<file path="src/rtl/fsw_sar_pkg.sv">
package fsw_sar_pkg;
  typedef enum logic [1:0] {
    ST_IDLE   = 2'd0,
    ST_SEARCH = 2'd1,
    ST_TRACK  = 2'd2
  } sar_state_e;
endpackage

</file>
<file path="src/rtl/fsw_rst_sync.sv">
module fsw_rst_sync (
  input  logic clk_i,
  input  logic rst_ni,
  output logic rst_sync_no
);
  logic [1:0] sync_q;

  always_ff @(posedge clk_i or negedge rst_ni) begin
    if (!rst_ni) sync_q <= 2'b00;
    else         sync_q <= {sync_q[0], 1'b1};
  end

  assign rst_sync_no = sync_q[1];
endmodule

</file>
<file path="src/rtl/fsw_step_gen.sv">
module fsw_step_gen #(
  parameter int unsigned FSW_W = 32
) (
  input  logic             clk_i,
  input  logic             rst_ni,
  input  logic             load_i,
  input  logic             shift_i,
  output logic [FSW_W-1:0] half_o,
  output logic             last_o
);
  localparam logic [FSW_W-1:0] STEP_INIT = FSW_W'(1) << (FSW_W - 3);

  logic [FSW_W-1:0] step_q, step_d;
  logic             step_en;

  assign half_o  = step_q >> 1;
  assign last_o  = (half_o == FSW_W'(1));
  assign step_en = load_i | shift_i;

  always_comb begin
    step_d = step_q;
    if (load_i)       step_d = STEP_INIT;
    else if (shift_i) step_d = half_o;
  end

  always_ff @(posedge clk_i or negedge rst_ni) begin
    if (!rst_ni)      step_q <= '0;
    else if (step_en) step_q <= step_d;
  end
endmodule

</file>
<file path="src/rtl/fsw_sat_acc.sv">
module fsw_sat_acc #(
  parameter int unsigned FSW_W = 32
) (
  input  logic             clk_i,
  input  logic             rst_ni,
  input  logic             load_i,
  input  logic             apply_i,
  input  logic             up_i,
  input  logic [FSW_W-1:0] delta_i,
  output logic [FSW_W-1:0] fsw_o
);
  localparam logic [FSW_W-1:0] FSW_INIT = FSW_W'(1) << (FSW_W - 3);
  localparam logic [FSW_W:0]   FSW_MAX  = (FSW_W+1)'(1) << (FSW_W - 2);

  logic [FSW_W-1:0] fsw_q, fsw_d;
  logic [FSW_W:0]   sum_w;
  logic             acc_en;

  assign sum_w  = {1'b0, fsw_q} + {1'b0, delta_i};
  assign acc_en = load_i | apply_i;

  always_comb begin
    fsw_d = fsw_q;
    if (load_i) begin
      fsw_d = FSW_INIT;
    end else if (apply_i) begin
      if (up_i) fsw_d = (sum_w > FSW_MAX) ? FSW_MAX[FSW_W-1:0] : sum_w[FSW_W-1:0];
      else      fsw_d = (delta_i > fsw_q) ? '0 : fsw_q - delta_i;
    end
  end

  always_ff @(posedge clk_i or negedge rst_ni) begin
    if (!rst_ni)     fsw_q <= '0;
    else if (acc_en) fsw_q <= fsw_d;
  end

  assign fsw_o = fsw_q;

  AST_FSW_BOUND: assert property (@(posedge clk_i) disable iff (!rst_ni)
    {1'b0, fsw_q} <= FSW_MAX);
endmodule

</file>
<file path="src/rtl/fsw_sar_tracker.sv">
module fsw_sar_tracker
  import fsw_sar_pkg::*;
#(
  parameter int unsigned FSW_W = 32
) (
  input  logic             clk_i,
  input  logic             rst_ni,
  input  logic             start_i,
  input  logic             cmp_valid_i,
  input  logic             cmp_faster_i,
  output logic [FSW_W-1:0] fsw_o,
  output logic             done_o,
  output logic             lock_o
);
  localparam logic [FSW_W-1:0] FSW_INIT = FSW_W'(1) << (FSW_W - 3);

  logic             rst_n;
  sar_state_e       state_q, state_d;
  logic             done_q, done_d;
  logic             search_step, track_step, step_last;
  logic [FSW_W-1:0] step_half, delta;

  fsw_rst_sync u_rst_sync (
    .clk_i       (clk_i),
    .rst_ni      (rst_ni),
    .rst_sync_no (rst_n)
  );

  assign search_step = cmp_valid_i & ~start_i & (state_q == ST_SEARCH);
  assign track_step  = cmp_valid_i & ~start_i & (state_q == ST_TRACK);
  assign delta       = (state_q == ST_TRACK) ? FSW_W'(1) : step_half;

  fsw_step_gen #(.FSW_W(FSW_W)) u_step (
    .clk_i   (clk_i),
    .rst_ni  (rst_n),
    .load_i  (start_i),
    .shift_i (search_step),
    .half_o  (step_half),
    .last_o  (step_last)
  );

  fsw_sat_acc #(.FSW_W(FSW_W)) u_acc (
    .clk_i   (clk_i),
    .rst_ni  (rst_n),
    .load_i  (start_i),
    .apply_i (search_step | track_step),
    .up_i    (cmp_faster_i),
    .delta_i (delta),
    .fsw_o   (fsw_o)
  );

  always_comb begin
    state_d = state_q;
    done_d  = 1'b0;
    if (start_i) begin
      state_d = ST_SEARCH;
    end else if (search_step && step_last) begin
      state_d = ST_TRACK;
      done_d  = 1'b1;
    end
  end

  always_ff @(posedge clk_i or negedge rst_n) begin
    if (!rst_n) begin
      state_q <= ST_IDLE;
      done_q  <= 1'b0;
    end else begin
      state_q <= state_d;
      done_q  <= done_d;
    end
  end

  assign done_o = done_q;
  assign lock_o = (state_q == ST_TRACK);

  AST_START_LOAD: assert property (@(posedge clk_i) disable iff (!rst_n)
    start_i |=> (fsw_o == FSW_INIT) && !lock_o);

  AST_HOLD_NO_EVENT: assert property (@(posedge clk_i) disable iff (!rst_n)
    (!start_i && !cmp_valid_i) |=> $stable(fsw_o));

  AST_DONE_WITH_LOCK: assert property (@(posedge clk_i) disable iff (!rst_n)
    $rose(lock_o) |-> done_o);

  AST_DONE_ONE_CYCLE: assert property (@(posedge clk_i) disable iff (!rst_n)
    done_o |=> !done_o);

  AST_TRACK_UNIT: assert property (@(posedge clk_i) disable iff (!rst_n)
    (lock_o && cmp_valid_i && !start_i) |=>
      ((fsw_o == $past(fsw_o) + FSW_W'(1)) || (fsw_o + FSW_W'(1) == $past(fsw_o))
       || (fsw_o == $past(fsw_o))));
endmodule

</file>
<file path="config.mk">
export PLATFORM = sky130hd
export DESIGN_NAME = fsw_sar_tracker
export DESIGN_NICKNAME = d
export VERILOG_FILES = /design/src/rtl/fsw_sar_pkg.sv /design/src/rtl/fsw_rst_sync.sv /design/src/rtl/fsw_step_gen.sv /design/src/rtl/fsw_sat_acc.sv /design/src/rtl/fsw_sar_tracker.sv
export SDC_FILE = /design/constraint.sdc
export NUM_CORES = 1
export LEC_CHECK = 0
export BUFFER_PORTS_ARGS = -buffer_cell sky130_fd_sc_hd__buf_2
export CAP_MARGIN = 0
export CELL_PAD_IN_SITES_DETAIL_PLACEMENT = 1
export CELL_PAD_IN_SITES_GLOBAL_PLACEMENT = 1
export CORE_UTILIZATION = 50
export CTS_BUF_LIST = sky130_fd_sc_hd__clkbuf_2
export CTS_CLUSTER_DIAMETER = 200
export DETAILED_ROUTE_END_ITERATION = 10
export GPL_TIMING_DRIVEN = 0
export PLACE_DENSITY_LB_ADDON = 0.1
export SLEW_MARGIN = 10
export SYNTH_ARGS = -nofsm -noshare
export SYNTH_HDL_FRONTEND = slang
export SYNTH_SLANG_ARGS = --single-unit
</file>
<file path="constraint.sdc">
create_clock -name clk_i -period 3.3 [get_ports clk_i]
set_input_delay 0.165 -clock clk_i [delete_from_list [all_inputs] [get_ports clk_i]]
set_output_delay 0.165 -clock clk_i [all_outputs]
set_load 0.005 [all_outputs]
</file>
==> results.md <==
* Crit path DAT at 5.98 ns
* Share of cells above drive strength 1 at 0.241
* Final TNS setup at -57.91 ns
* Die height at around 120 µm
* Clk slew on worst S/H paths at between 0.3 and 0.4 ns
* Grt ovf at 0
* Initial Util at 0.520
* Syn_nets at between 900 and 1,000
* DR vias at between 9,000 and 10,000
* Synth area leaders: dfrtp_1, ha_1, nand2_1
* Critical path origin: state_q[1]
* Antenna viol nets, final at 0
* Drt drc at 0
* Ys async rst share at 1.00
* Critical R2R Launch: state_q[1]
* WL/cell at 31.5 µm
* Post-synth top cells: nand2_1, o21ai_0, nor2_1
* Final setup violation count at 32
* Vias in the first global route at 8,418
* Clock latency on the worst-skew pair at 0.62 ns
* Placeable Area at around 0.013 mm²
* Slew margin rel. at 0.295
* Die area at approximately 0.014 mm²
* Port Buffers at 36
* Final net count at 1,077
* RePlAce Congestion at 1.03
* Avg Inst Size Synth at between 7 and 8 µm²
* Clock H-tree levels at 3
* Final WS setup at -2.20 ns
* Avg Vias per Cell at 7.59
* CP endpoint kind: flip-flop
* Total track usage at 0.446
* Cells after DPL at 1,137
* Critical path fanouts, max at 7
* Global-route wire length before repair at 48,700 µm
* Fraction of the cycle the final worst path needs at 1.67
* Setup Crit Path Kind: flip-flop to flip-flop
* Clock sink count at 66
* Row cnt at 42
* Area delta synth->final at 26.7%
* EDFF count, synth at 0
* Mapped Cells at between 900 and 1,000
* Post-synth top area cell: dfrtp_1
* Yosys reg bits at 66
* Final Hold Vio Count at 0
* Outcome: complete, but fails checks
* Final cell count without fillers at about 1,200
* Synthesized area at 0.00699 mm²
* Yosys warning total at 0
* Worst hold-check path type: flip-flop to asynchronous set/reset pin
* Root Driver: clkbuf_2
* CP Data Required Time at around 3.8 ns
* CTS Buf Count at 9
* Failing checks: negative setup slack
* Number of DRC markers in iteration 0 at roughly 1,400
* Ports at 39
* Count leader, synth: nand2_1
* Distinct cell type count after synthesis at 79
* Die width at 120 µm
* FILL cells at about 1,600
* Post-Route Skew at 0.0789 ns
* Max-cap violation count at 0
* PwrDens at 715 mW/mm²
* CTS max path bufs at 2
* Synth Flop Type: dfrtp_1
* DRT Pass-1 Iters at 6
* Min Tclk post-route at 5.50 ns
* Fmax at between 150 and 200 MHz
* Unrepaired setup endpoints after global routing: yes
* DP Wirelength at ~22,000 µm
* CP Launch Type: flip-flop
* Largest net degree at the start of global routing at 41
* Worst ir drop on vdd at about 0.35 mV
* Max-slew violations at 0
* Worst Tran Pin Value at about 1.1 ns
* Sequential fraction of the synthesis area at 0.236
* Post-Route WL at 37,600 µm
* Design Power at 6.33 mW
* Initial antenna violation count at 1
* Leakage at 4.10 nW
* CTS tree: built
* Synth top area share at 0.236
==> worst paths after layout <==
check | to | slack (ns) | cells past startpoint
worst max-delay path | u_acc.fsw_o[15] | -2.20 | 17
worst min-delay path | u_acc.fsw_o[2] | 0.20 | 0
worst max register to register | u_acc.fsw_o[15] | -2.20 | 17
worst min register to register | u_acc.fsw_o[2] | 0.20 | 0
max in group asynchronous | u_acc.fsw_o[30] | 2.42 | 1
min in group clk_i | u_step.step_q[29] | 0.21 | 3
==> state kept, by name, summed over array words and instances, names as in the netlist <==
| register | count |
|---|---|
| done_o | 1 |
| state_q | 2 |
| u_acc.fsw_o | 32 |
| u_rst_sync.sync_q | 2 |
| u_step.step_q | 29 |
==> cell usage in the layout, fill, tap and decap left out, types with 11 or more instances in the layout <==
| master | netlist | routed |
|---|---|---|
| dfrtp_1 | 66 | 65 |
| nand4_1 | 11 | 11 |
| clkbuf_1 | 41 | 27 |
| nor4_1 | 19 | 13 |
| ha_1 | 58 | 41 |
| buf_4 | 1 | 36 |
| nor3_1 | 29 | 20 |
| ha_4 | 0 | 11 |
| inv_1 | 63 | 60 |
| nor2_1 | 70 | 66 |
| nor2b_1 | 14 | 11 |
| buf_2 | 7 | 41 |
| o21ai_0 | 75 | 71 |
| a21o_1 | 19 | 19 |
| buf_6 | 3 | 11 |
| xnor2_1 | 23 | 23 |
| nand2_1 | 132 | 121 |
| nand3_1 | 20 | 17 |
| a22o_1 | 20 | 20 |
| clkbuf_2 | 0 | 13 |
| nand2b_1 | 15 | 12 |
| a21oi_1 | 56 | 43 |
==> kinds of logic after synthesis <==
kind of cell    share of synthesized area
simple gates                        0.244
compound gates                      0.295
buf+inv                            0.0678
flops                               0.236
fa+ha+maj                           0.110
xor+xnor                           0.0388
mux                               0.00752
other cells                      0.000537
==> metal layers <==
layer / up-vias / track usage / wire length (µm)
li1: 3535 / - / -
met4: 0 / 0.243 / 3560
met1: 4353 / 0.572 / 13600
met2: 844 / 0.704 / 16000
met3: 329 / 0.0915 / 4410
met5: - / 0 / 0
==> worst max-delay path: stages (launching register included) <==
cell and delay [ns]:
dfrtp_1 0.48, nand2b_4 0.16, buf_6 0.16, nand2_1 0.09
ha_1 0.45, inv_1 0.21, a21oi_1 0.17, o31ai_1 0.74
nor4_1 0.25, nor2_1 0.41, xnor2_1 0.22, a2111oi_1 0.38
nand4_1 0.26, a2111o_1 0.42, buf_4 0.15, nand2_2 0.16
nand4_1 0.37, a2bb2oi_2 0.34
==> area by class of cell <==
type                    count  area, µm²  area share
diodes                      1       2.50    0.000283
plain buffers              48        293      0.0331
clock buffers              10       50.0     0.00565
clock inverters             6       90.1      0.0102
inverters                  63        244      0.0276
multi-input cells         741       5690       0.642
flip-flops and latches     66       1660       0.187
well taps                 176        220      0.0249
repair buffers             83        611      0.0690
==> power breakdown <==
part           leakage [nW]  internal (mW)  switching [mW]
sequential            0.885          0.935           0.229
combinational          3.13           1.65            2.85
clock                0.0825          0.257           0.413
==> per-stage QoR <==
| stage | instance area [µm²] | setup slack, ns | hold WS (ns) | util |
|---|---|---|---|---|
| 5_1_grt | 8850 | -2.29 | 0.252 | 0.658 |
| 3_5_place_dp | 7610 | -2.32 | -0.0440 | 0.566 |
| 6_report | 8850 | -2.20 | 0.202 | 0.658 |
| 4_1_cts | 8390 | -1.46 | 0.129 | 0.623 |
| 3_3_place_gp | 7590 | -2.13 | -0.0493 | 0.564 |
| 2_1_floorplan | 7190 | -0.849 | -0.131 | - |
==> timing repair <==
action / in CTS / in global routing
hold buffers: 2 / 0
pin swaps: 29 / 27
endpoints found under the setup margin: 32 / 32
setup buffers: 23 / 21
hold endpoints to repair: 2 / 0
cloned: 2 / 1
gates resized for setup: 90 / 87
Note: power is estimated with default switching activity, not from simulation.
